[src/rtl/rxcal_pkg.sv]
package rxcal_pkg;
  typedef enum logic [1:0] {SEL_BAL = 2'd0, SEL_FCI = 2'd1, SEL_FCQ = 2'd2} trim_sel_e;
  typedef enum logic [1:0] {ST_SET, ST_WAIT, ST_DECIDE, ST_DONE} cal_state_e;

  // strobes from the sequencer to the code registers
  typedef struct packed {
    logic      clrAll;
    logic      setBit;
    logic      decide;
    logic      busy;
    trim_sel_e sel;
  } dp_strobe_t;
endpackage

[src/rtl/rxcal_ctrl.sv]
module rxcal_ctrl
  import rxcal_pkg::*;
#(
  parameter int CODE_W   = 8,
  parameter int SETTLE_W = 16,
  localparam int IDX_W   = $clog2(CODE_W)
) (
  input  logic                clk,
  input  logic                rstN,
  input  logic                cdmaMode,
  input  logic                calDisable,
  input  logic [SETTLE_W-1:0] settleCount,
  output dp_strobe_t          strb,
  output logic [IDX_W-1:0]    bitIdx,
  output logic                testEn,
  output logic                toneHigh,
  output logic [1:0]          trimSel
);
  localparam logic [IDX_W-1:0] IDX_MSB = IDX_W'(CODE_W - 1);

  cal_state_e          state;
  trim_sel_e           sel;
  logic [SETTLE_W-1:0] cnt;
  logic                cdmaPrev;
  logic                trig;

  assign trig = cdmaMode && !cdmaPrev && !calDisable;

  always_ff @(posedge clk or negedge rstN) begin
    if (!rstN) begin
      state    <= ST_SET;
      sel      <= SEL_BAL;
      bitIdx   <= IDX_MSB;
      cnt      <= '0;
      cdmaPrev <= 1'b1;
    end else begin
      cdmaPrev <= cdmaMode;
      if (trig) begin
        state  <= ST_SET;
        sel    <= SEL_BAL;
        bitIdx <= IDX_MSB;
      end else begin
        case (state)
          ST_SET: begin
            cnt   <= settleCount;
            state <= ST_WAIT;
          end
          ST_WAIT: begin
            if (cnt == '0) state <= ST_DECIDE;
            else           cnt   <= cnt - 1'b1;
          end
          ST_DECIDE: begin
            if (bitIdx == '0) begin
              bitIdx <= IDX_MSB;
              if (sel == SEL_FCQ) begin
                state <= ST_DONE;
              end else begin
                sel   <= (sel == SEL_BAL) ? SEL_FCI : SEL_FCQ;
                state <= ST_SET;
              end
            end else begin
              bitIdx <= bitIdx - 1'b1;
              state  <= ST_SET;
            end
          end
          default: state <= ST_DONE;
        endcase
      end
    end
  end

  always_comb begin
    strb.clrAll = trig;
    strb.setBit = (state == ST_SET) && !trig;
    strb.decide = (state == ST_DECIDE) && !trig;
    strb.busy   = (state != ST_DONE);
    strb.sel    = sel;
  end

  assign testEn   = (state != ST_DONE);
  assign toneHigh = testEn && (sel != SEL_BAL);
  assign trimSel  = testEn ? sel : SEL_BAL;

  // bits are walked from MSB downward, one per decide
  p_msb_first_r5: assert property (@(posedge clk) disable iff (!rstN)
    (state == ST_DECIDE && bitIdx != '0 && !trig) |=> bitIdx == IDX_W'($past(bitIdx) - 1'b1));
  // settle counter is loaded from the programmed count
  p_settle_load_r6: assert property (@(posedge clk) disable iff (!rstN)
    (state == ST_SET && !trig) |=> (state == ST_WAIT && cnt == $past(settleCount)));
  // a disabled trigger leaves a finished sequencer idle
  p_disable_blocks_r9: assert property (@(posedge clk) disable iff (!rstN)
    (state == ST_DONE && calDisable) |=> state == ST_DONE);
  // any trigger restarts at the balance MSB
  p_restart_bal_r10: assert property (@(posedge clk) disable iff (!rstN)
    trig |=> (state == ST_SET && sel == SEL_BAL && bitIdx == IDX_MSB));
endmodule

[src/rtl/rxcal_dp.sv]
module rxcal_dp
  import rxcal_pkg::*;
#(
  parameter int CODE_W  = 8,
  localparam int IDX_W  = $clog2(CODE_W),
  localparam int N_CODE = 3
) (
  input  logic              clk,
  input  logic              rstN,
  input  dp_strobe_t        strb,
  input  logic [IDX_W-1:0]  bitIdx,
  input  logic              cmpGreater,
  output logic [CODE_W-1:0] balCode,
  output logic [CODE_W-1:0] fcICode,
  output logic [CODE_W-1:0] fcQCode
);
  logic [CODE_W-1:0] codeReg [N_CODE];

  for (genvar g = 0; g < N_CODE; g++) begin : g_code
    logic hit;
    assign hit = (strb.sel == trim_sel_e'(2'(g)));

    always_ff @(posedge clk or negedge rstN) begin
      if (!rstN)                          codeReg[g]         <= '0;
      else if (strb.clrAll)               codeReg[g]         <= '0;
      else if (hit && strb.setBit)        codeReg[g][bitIdx] <= 1'b1;
      else if (hit && strb.decide && cmpGreater) codeReg[g][bitIdx] <= 1'b0;
    end

    // codes hold once the run is over
    p_frozen_r7: assert property (@(posedge clk) disable iff (!rstN)
      (!strb.busy && !strb.clrAll) |=> $stable(codeReg[g]));
    // a search step moves at most one code bit
    p_one_bit_step_r5: assert property (@(posedge clk) disable iff (!rstN)
      (strb.busy && !strb.clrAll) |=> $countones(codeReg[g] ^ $past(codeReg[g])) <= 1);
  end

  assign balCode = codeReg[0];
  assign fcICode = codeReg[1];
  assign fcQCode = codeReg[2];
endmodule

[src/rtl/rxcal_seq.sv]
module rxcal_seq
  import rxcal_pkg::*;
#(
  parameter int CODE_W   = 8,
  parameter int SETTLE_W = 16
) (
  input  logic                clk,
  input  logic                rstN,
  input  logic                cdmaMode,
  input  logic                calDisable,
  input  logic [SETTLE_W-1:0] settleCount,
  input  logic                cmpGreater,
  output logic                testEn,
  output logic                toneHigh,
  output logic [1:0]          trimSel,
  output logic [CODE_W-1:0]   balCode,
  output logic [CODE_W-1:0]   fcICode,
  output logic [CODE_W-1:0]   fcQCode
);
  localparam int IDX_W = $clog2(CODE_W);

  dp_strobe_t       strb;
  logic [IDX_W-1:0] bitIdx;

  rxcal_ctrl #(.CODE_W(CODE_W), .SETTLE_W(SETTLE_W)) u_ctrl (
    .clk(clk), .rstN(rstN), .cdmaMode(cdmaMode), .calDisable(calDisable),
    .settleCount(settleCount), .strb(strb), .bitIdx(bitIdx),
    .testEn(testEn), .toneHigh(toneHigh), .trimSel(trimSel)
  );

  rxcal_dp #(.CODE_W(CODE_W)) u_dp (
    .clk(clk), .rstN(rstN), .strb(strb), .bitIdx(bitIdx), .cmpGreater(cmpGreater),
    .balCode(balCode), .fcICode(fcICode), .fcQCode(fcQCode)
  );
endmodule

[config.mk]
export PLATFORM = sky130hd
export DESIGN_NAME = rxcal_seq
export DESIGN_NICKNAME = d
export VERILOG_FILES = /design/src/rtl/rxcal_pkg.sv /design/src/rtl/rxcal_ctrl.sv /design/src/rtl/rxcal_dp.sv /design/src/rtl/rxcal_seq.sv
export SDC_FILE = /design/constraint.sdc
export NUM_CORES = 1
export LEC_CHECK = 0
export ABC_AREA = 1
export BUFFER_PORTS_ARGS = -buffer_cell sky130_fd_sc_hd__buf_2
export CAP_MARGIN = 10
export CORE_ASPECT_RATIO = 0.8
export CORE_UTILIZATION = 47
export DETAILED_ROUTE_END_ITERATION = 10
export GPL_ROUTABILITY_DRIVEN = 0
export PLACE_DENSITY = 0.76
export SLEW_MARGIN = 25
export SYNTH_ARGS = -nofsm -noshare
export SYNTH_HDL_FRONTEND = slang
export SYNTH_SLANG_ARGS = --single-unit
[constraint.sdc]
create_clock -name clk -period 1.5 [get_ports clk]
set_input_delay 0.15 -clock clk [delete_from_list [all_inputs] [get_ports clk]]
set_output_delay 0.15 -clock clk [all_outputs]
set_load 0.01 [all_outputs]
### Yosys cells after proc, flatten, opt, wreduce, memory -nomap -nowiden

Cells that the tools add are included.

| word-level totals | value |
|---|---|
| register bits after elaboration | 48 |
| word-level logic and storage cells | 86 |

| cells by class | value |
|---|---|
| $add $sub $neg | 2 |
| magnitude comparators | 2 |
| eq/ne operators | 8 |
| multiplexer cells | 27 |
| bitwise operators | 8 |
| reduce and logical (&&, ||, !) cells | 31 |

Operators with widths:

| kind | count |
|---|---|
| 8-bit 2-to-1 mux | 9 |
| 16-bit one-hot mux with 2 select lines | 1 |
| 8-bit AND | 3 |
| 8-bit OR | 3 |
| 2-bit 2-to-1 mux | 10 |
| 16-bit zero test | 1 |
| 16-bit 2-to-1 mux | 1 |
| 16-bit by 1-bit subtractor with 16-bit output (second input constant) | 1 |
| 1-bit logical AND | 15 |
| 3-bit 2-to-1 mux | 3 |
| 3-bit nonzero test | 3 |
| 8-bit NOT | 1 |
| 2-bit nonzero test | 4 |
| 2-bit != test (second input constant) | 3 |
| 2-bit one-hot mux with 3 select lines | 1 |
| 3-bit AND reduction | 2 |
| 2-bit by 1-bit == test with 1-bit output (second input constant) | 2 |
| 2-bit == test (second input constant) | 2 |
| 2-bit zero test | 2 |
| 3-bit by 4-bit less-than comparator with 1-bit output (second input constant) | 1 |
| 1-bit demux with 3-bit select | 1 |
| 3-bit by 1-bit greater-or-equal comparator with 1-bit output (second input constant) | 1 |
| 1-bit zero test | 3 |
| 3-bit zero test | 1 |
| other kinds (4) | 4 |

### Longest topological paths before layout

Gate-level depths: netlist (run 1).

| depth | value |
|---|---|
| word-level depth | 10 |
| mapped depth | 11 |
| mapped depth without buffers | 11 |

### Modules after synthesis

From an unflattened synthesis (run 1), not the netlist that was laid out.

| second synthesis, totals | value |
|---|---|
| cell total of the unflattened synthesis | 481 |
| area total of the unflattened synthesis | 3,260.6 um^2 |

By module, submodules not included:

| module | instances | cells each | area an instance (um^2) |
|---|---|---|---|
| rxcal_ctrl | 1 | 260 | 1,720.4 |
| rxcal_dp | 1 | 221 | 1,540.2 |

### Worst setup path before layout (run 1)

Ideal clock, no wire load.

| path | value |
|---|---|
| kind | register -> register |
| start point | register u_ctrl.cnt[0] |
| end point | register u_ctrl.cnt[10] |
| setup time | 0.116 ns |
| data arrival time | 1.355 ns |
| required time | 1.384 ns |
| path slack | 0.029 ns |
| stages on the path, launching flop included | 11 |
| path buffers | 1 |
| period minus slack after synthesis | 1.471 ns |
| path through | dfrtp_1 -> inv_1 -> ha_1 -> nand2_2 -> nor2_4 -> nand3_2 -> nand3_4 -> inv_4 -> buf_6 -> nand2_1 -> nand2_1 |

| on the way | value |
|---|---|
| word-level cells in the longest chain between the ends | 3 |
| elaborated cells between the ends (all ways) | 6 |
| classes of those cells | add/sub (1); eq/ne (1); mux (2); reduce/logical (2) |

Ends and longest elaborated chain:

| item | line | source |
|---|---|---|
| start, declared | rxcal_ctrl.sv:23 | `logic [SETTLE_W-1:0] cnt;` |
| start signal, assigned | rxcal_ctrl.sv:45 | `cnt <= settleCount;` |
| start signal, assigned | rxcal_ctrl.sv:50 | `else cnt <= cnt - 1'b1;` |
| 16-bit by 1-bit subtractor with 16-bit output or 16-bit zero test (tied branches) | rxcal_ctrl.sv:50, rxcal_ctrl.sv:49 |  |
| 16-bit 2-to-1 mux or 2-bit != test (tied branches) | n/a |  |
| 16-bit one-hot mux with 2 select lines or 3-bit AND reduction (tied branches) | n/a |  |

Parallel ways exist; a longest one is shown, timed or not. The select of a mux whose other input is x is not followed.
A chain may end at the register's enable or synchronous reset.

### Final worst setup path (run 1)

| path | value |
|---|---|
| start point | register u_ctrl.cdmaPrev |
| end point | register u_ctrl.state[0] |

| on the way | value |
|---|---|
| word-level cells in the longest chain between the ends | 4 |
| elaborated cells between the ends (all ways) | 5 |
| classes of those cells | eq/ne (1); mux (1); reduce/logical (3) |

Ends and longest elaborated chain:

| item | line | source |
|---|---|---|
| start, declared | rxcal_ctrl.sv:24 | `logic cdmaPrev;` |
| start signal, assigned | rxcal_ctrl.sv:37 | `cdmaPrev <= cdmaMode;` |
| 1-bit zero test (*) | rxcal_ctrl.sv:27 | `assign trig = cdmaMode && !cdmaPrev && !calDisable;` |
| 1-bit logical AND (*) (2 in a row) | rxcal_ctrl.sv:27 |  |
| 3-bit by 1-bit != test with 1-bit output (no source line) or 2-bit 2-to-1 mux (tied branches) | n/a |  |
| end signal, assigned | rxcal_ctrl.sv:31 | `state <= ST_SET;` |
| end signal, assigned | rxcal_ctrl.sv:39 | `state <= ST_SET;` |
| end signal, assigned | rxcal_ctrl.sv:46 | `state <= ST_WAIT;` |
| end, declared | rxcal_ctrl.sv:21 | `cal_state_e state;` |

Mark *: on every way between the ends. The rest lies on a longest branch, timed or not.

==> metrics, run 1 <==
clock slew at reported path FFs=about 0.1 ns; Overall Global Routing Usage=22.85%; DRC viols=0; fmax=between 600 and 700 MHz; fillers=about 560; WHS Endpoint=u_ctrl.cnt[11]; Hold Startpoint=settleCount[11]; Die X=slightly above 90 µm; commonest non-fill, non-tap cell in the layout=nand2_1; Worst Path Required=1.66 ns; WS Path Type=register to register; period utilisation layout=97.21%; Fin Setup TNS=0 ns; TritonCTS clock tree=yes; maximum capacitance violations=0; Total Power=7.363 mW; Ports=49; RSZ-0062 raised after global routing=true; Clock Latency Late Sink=around 0.31 ns; status=complete, no violations; Root Buffer Master=clkbuf_8; PwrDens=1908 mW/mm²; Detail Placement HPWL=5645 µm; initial cell density of the core=48.67%; total grt overflow=0; placed inst area=0.003565 mm²; Seq cells post-synth=48; cell row count=26; syn_nets=about 480; Worst IR Drop VDD=795.1 µV; Hold Path Stages=5; largest net degree at the start of global routing=49; pre-CTS WS=-0.03039 ns; CTS H-tree lvls=2; core area=approximately 0.0064 mm²; Max Slew Vio Count=0; IO buf count=48; Reg2Reg Depth=5; Mapped Cells=460; antenna viol nets, final=0; CTS Buf Count=5; drt wl/cell=12.89 µm; Clock Tree Buf Depth=2; commonest non-fill, non-tap cells in the layout=161 x nand2_1, 48 x buf_2, 40 x inv_1, 40 x dfrtp_1, 34 x o21ai_0; reg2reg setup slack=0.04 ns; vias in the first global route=2,807; Synth cell types=30; vias=3,232; actual slew at the worst max-slew pin=between 0.3 and 0.4 ns; Syn. warnings=0; initial drt markers=213; Relative slew margins=76.07%; Die Height=74.87 µm; DRT Pass-1 Iters=6; Avg Cell Area, Syn=just under 7 µm²; Vias per Instance=approximately 5.3; global-route wire length before repair=12,650 µm; total wire length=7904 µm; # setup viols final=0; reg2reg start=u_ctrl.cdmaPrev; min cycle time layout=1.458 ns; Min-Delay Path Class=input pin to register; Core Util, Final=60.23%; Crit Path Max Fanout=20; synth-to-layout area growth=23.75%; proportion of layout cells with a drive suffix above 1=27.22%; clk_skew=roughly 0.0091 ns; Cell Area, Synth=0.003119 mm²; Seq/Total Area, Yosys=38.67%; initial antenna violation count=0; Die ar.=0.006968 mm²; Pleak=2.060 nW; Startpoint Class=register; CTS Sinks=48; ANT cells=0; Worst setup EP type=register; Final #Nets=552; FF-to-FF End=u_ctrl.state[0]; final instance area=0.003860 mm²; Fin. Hold Viols=0; setup ws final=0.04185 ns; crit path DAT=1.62 ns
## cell usage after synthesis (all sizes together)
cell type / number / share of area (%)
a21oi: 4 / 0.64
o21ai: 46 / 7.6
nand3: 41 / 8.0
a22oi: 1 / 0.24
ha: 3 / 1.2
dfstp: 4 / 3.4
o211ai: 1 / 0.24
nor2: 53 / 7.6
nand2: 169 / 21
o21bai: 1 / 0.24
a211oi: 1 / 0.24
inv: 54 / 6.6
dfrtp: 44 / 35
clkbuf: 3 / 0.36
and2: 2 / 0.40
nand4: 24 / 4.8
o221ai: 1 / 0.28
buf: 8 / 1.6
## worst max-delay path by stage
stage | startpoint | to | slack (ns) | cells past startpoint
finish | u_ctrl.cdmaPrev | u_ctrl.state[0] | 0.04 | 5
detailed placement | u_ctrl.cnt[0] | u_ctrl.cnt[12] | -0.03 | 11
floorplan | u_ctrl.cnt[0] | u_ctrl.cnt[10] | 0.03 | 10
global route | u_ctrl.cdmaPrev | u_dp.balCode[6] | -0.05 | 8
global placement | u_ctrl.cnt[0] | u_ctrl.cnt[12] | 0.04 | 11
CTS | u_ctrl.cnt[0] | u_ctrl.cnt[5] | 0.01 | 9
## report_power, final
part / internal [mW] / total, mW / switching [mW]
Sequential: 1.85 / 2.39 / 0.541
Clock: 0.503 / 0.979 / 0.476
Combinational: 1.54 / 3.99 / 2.45
## per-stage QoR
step / instances / hold slack [ns]
finish: 613 / 0.1268
global route: 613 / 0.1290
CTS: 611 / 0.1222
detailed placement: 601 / 0.1604
global placement: 601 / 0.1543
floorplan: 460 / -0.1456
## sequential cells by signal, summed over array words and instances, names as in the netlist
| register | cells |
|---|---|
| u_ctrl.bitIdx | 3 |
| u_ctrl.cdmaPrev | 1 |
| u_ctrl.cnt | 16 |
| u_ctrl.sel | 2 |
| u_ctrl.state | 2 |
| u_dp.balCode | 8 |
| u_dp.fcICode | 8 |
| u_dp.fcQCode | 8 |
## cells by family after synthesis
logic type               count (synthesis)  share of synthesized area (%)
flip-flops                              48                          38.67
buffers and inverters                   65                          8.584
adder cells (fa/ha/maj)                  3                          1.203
AO/OA/AOI/OAI                           55                          9.507
AND/OR/NAND/NOR                        289                          42.04
## final cells by class
| type | instances | area (µm²) | share of cell area [%] |
|---|---|---|---|
| Clock buffer | 5 | 68.82 | 1.783 |
| Clock inverter | 3 | 46.29 | 1.199 |
| Inverter | 54 | 210.2 | 5.446 |
| Multi-Input combinational cell | 347 | 1773 | 45.93 |
| Sequential cell | 48 | 1211 | 31.38 |
| Tap cell | 84 | 105.1 | 2.723 |
| Timing Repair Buffer | 72 | 445.4 | 11.54 |
## routing by layer
layer  GRT usage [%]  routed length (µm)  vias up
met4           5.812                  61        0
met5               0                   0        -
met1           33.06                3796     1483
li1                -                   -     1628
met3           4.242                 489       11
met2           35.54                3557      110
## timing repair
action / in CTS / in global routing
setup buffers: 0 / 2
pin swaps: 0 / 6
setup endpoints to repair: 14 / 43
hold buffers: 2 / 0
endpoints found under the hold margin: 45 / 0
gates resized for setup: 3 / 40
## critical path, stage by stage, from the launching register on
cell and delay (ns):
dfstp_2 0.38, nor2_2 0.13, nand2_4 0.07, buf_4 0.21, inv_2 0.30, o221ai_1 0.21
No activity file was read; power rests on OpenSTA's default activity.
==> run 2, diff against run 1 <==
CORE_ASPECT_RATIO = not set   (was 0.8)
==> run 2 against run 1 <==
The flow now finishes with violations (setup timing). Count of clock-buffer cells in the layout grew 1. Sequential cell count did not move. Worst setup slack worse by 0.17 ns. Combinational power grew 27%. Die area is essentially flat. Critical endpoint is now u_ctrl.bitIdx[2]. Largest power group unchanged. Highest routed layer unchanged.
==> metrics, run 2 (synthesis gave the netlist of run 1 again) <==
min cycle time layout=1.632 ns (+0.1739 ns); number of flip-flops under the largest register name=16 (unchanged); Pleak=2.230 nW (+8.3%); WS Path Type=register to register; # setup viols final=22 (+22); actual slew at the worst max-slew pin=0.2765 ns (-0.08190 ns); Overall Global Routing Usage=24.95% (+2.1 points); Worst setup EP type=register; TritonCTS clock tree=yes; largest net degree at the start of global routing=49 (unchanged); Final #Nets=581 (+5.3%); Clock Tree Buf Depth=2 (unchanged); placed inst area=0.003556 mm² (-0.25%); clock slew at reported path FFs=0.11 ns (about the same); CTS H-tree lvls=2 (unchanged); vias in the first global route=3,063 (+9.1%); total wire length=10,380 µm (+31%); crit path DAT=1.87 ns (+0.25 ns); initial antenna violation count=0 (unchanged); cell row count=29 (+12%); RSZ-0062 raised after global routing=true; global-route wire length before repair=14,130 µm (+12%); Ports=49 (unchanged); core area=0.006386 mm² (-0.35%); IO buf count=48 (unchanged); proportion of layout cells with a drive suffix above 1=34.95% (+7.7 points); DRT Pass-1 Iters=8 (+2); Hold Startpoint=settleCount[13]; Fin. Hold Viols=0 (unchanged); clk_skew=0.02254 ns (+0.01347 ns); antenna viol nets, final=0 (unchanged); commonest non-fill, non-tap cell in the layout=nand2_1; Detail Placement HPWL=5711 µm (+1.2%); fillers=478 (-14%); commonest non-fill, non-tap cells in the layout=151 x nand2_1, 48 x buf_2, 40 x dfrtp_1; initial drt markers=400 (+88%); period utilisation layout=108.8% (+12 points); violated checks=setup timing; PwrDens=1979 mW/mm² (+3.8%); fmax=612.7 MHz (-11%); Top reg by flops=u_ctrl.cnt; Root Buffer Master=clkbuf_8; Clock Latency Late Sink=0.32 ns (about the same); CTS Sinks=48 (unchanged); vias=3,654 (+13%); Worst Path Required=1.74 ns (+0.08 ns); Worst IR Drop VDD=921.8 µV (+16%); Die ar.=0.006966 mm² (about the same); crit path from=u_ctrl.bitIdx[0]; DRC viols=0 (unchanged); Crit Path Max Fanout=6 (-70%); final instance area=0.004294 mm² (+11%); maximum capacitance violations=0 (unchanged); total grt overflow=0 (unchanged); Startpoint Class=register; Die X=83.47 µm (-10%); status=finished, violations left; CTS Buf Count=5 (unchanged); Relative slew margins=81.37% (+5.3 points); setup ws final=-0.1320 ns (-0.1739 ns); initial cell density of the core=48.84% (+0.17 points); Core Util, Final=67.24% (+7.0 points); Vias per Instance=5.754 (+9.1%); reg2reg start=u_ctrl.bitIdx[0]; Max Slew Vio Count=0 (unchanged); drt wl/cell=16.34 µm (+27%); Total Power=8.499 mW (+15%); Min-Delay Path Class=input pin to register; Die Height=83.47 µm (+11%); ANT cells=0 (unchanged); synth-to-layout area growth=37.67%
-- run 2: cell count changes in the layout (fill, tap and decap cells not counted), sizes merged, moves of 2 or more --
| cell | previous run | this run |
|---|---|---|
| buf | 70 | 95 |
| inv | 55 | 50 |
| clkinv | 0 | 3 |
| clkinvlp | 1 | 3 |
-- run 2: what timing repair did --
action,4_1_cts,5_1_grt
setup endpoints to repair,12,45
endpoints found under the hold margin,45,0
hold buffers,2,0
pin swaps,0,24
resized for setup,8,89
setup buffers,0,28
cloned,0,4
-- run 2: per-layer routing --
metal | track usage, % | vias to the layer above | routed length [µm]
li1 | - | 1678 | -
met2 | 40.01 | 227 | 4856
met5 | 0 | - | 0
met3 | 4.946 | 63 | 822
met4 | 8.937 | 0 | 476
met1 | 33.72 | 1686 | 4220
-- run 2: stage by stage --
| step | TNS (ns) | setup slack [ns] | std cells | hold WS, ns |
|---|---|---|---|---|
| after floorplan | 0 | 0.02898 | 460 | -0.1456 |
| after global placement | -0.5349 | -0.07642 | 594 | 0.1606 |
| after detailed placement | -0.4104 | -0.06233 | 594 | 0.1585 |
| after CTS | 0 | 0.001743 | 604 | 0.1265 |
| after global routing | -3.075 | -0.1651 | 635 | 0.1551 |
| final | -1.012 | -0.1320 | 635 | 0.1263 |
-- run 2: layout make-up --
type | instances | area [µm²] | area share [%]
flip-flops and latches | 48 | 1211 | 28.21
multi-input cells | 350 | 1947 | 45.34
repair inverters | 1 | 5.005 | 0.1166
well taps | 77 | 96.34 | 2.244
clock buffers | 6 | 82.58 | 1.923
clock inverters | 2 | 38.79 | 0.9033
inverters | 54 | 229.0 | 5.332
repair buffers | 97 | 684.4 | 15.94
-- run 2: path summary, 6_finish.rpt --
check	slack (ns)	cells past startpoint	to
max in group asynchronous	0.85	3	u_ctrl.cdmaPrev
worst max-delay path	-0.13	6	u_ctrl.bitIdx[2]
worst min register to register	0.56	2	u_dp.fcICode[4]
min in group asynchronous	0.34	3	u_ctrl.cnt[9]
worst min-delay path	0.13	5	u_ctrl.cnt[13]
worst max register to register	-0.13	6	u_ctrl.bitIdx[2]
-- run 2: critical path, cell delays in order (launching register included) --
cell and delay (ns):
dfstp_2 0.60, clkinvlp_4 0.17, buf_12 0.18, buf_6 0.11
ha_2 0.19, o21ai_1 0.16, o211ai_1 0.13
-- run 2: report_power, final --
group	internal (mW)	switching [mW]
Sequential	1.85	0.565
Combinational	2.01	3.03
Clock	0.546	0.493
Total	4.41	4.09
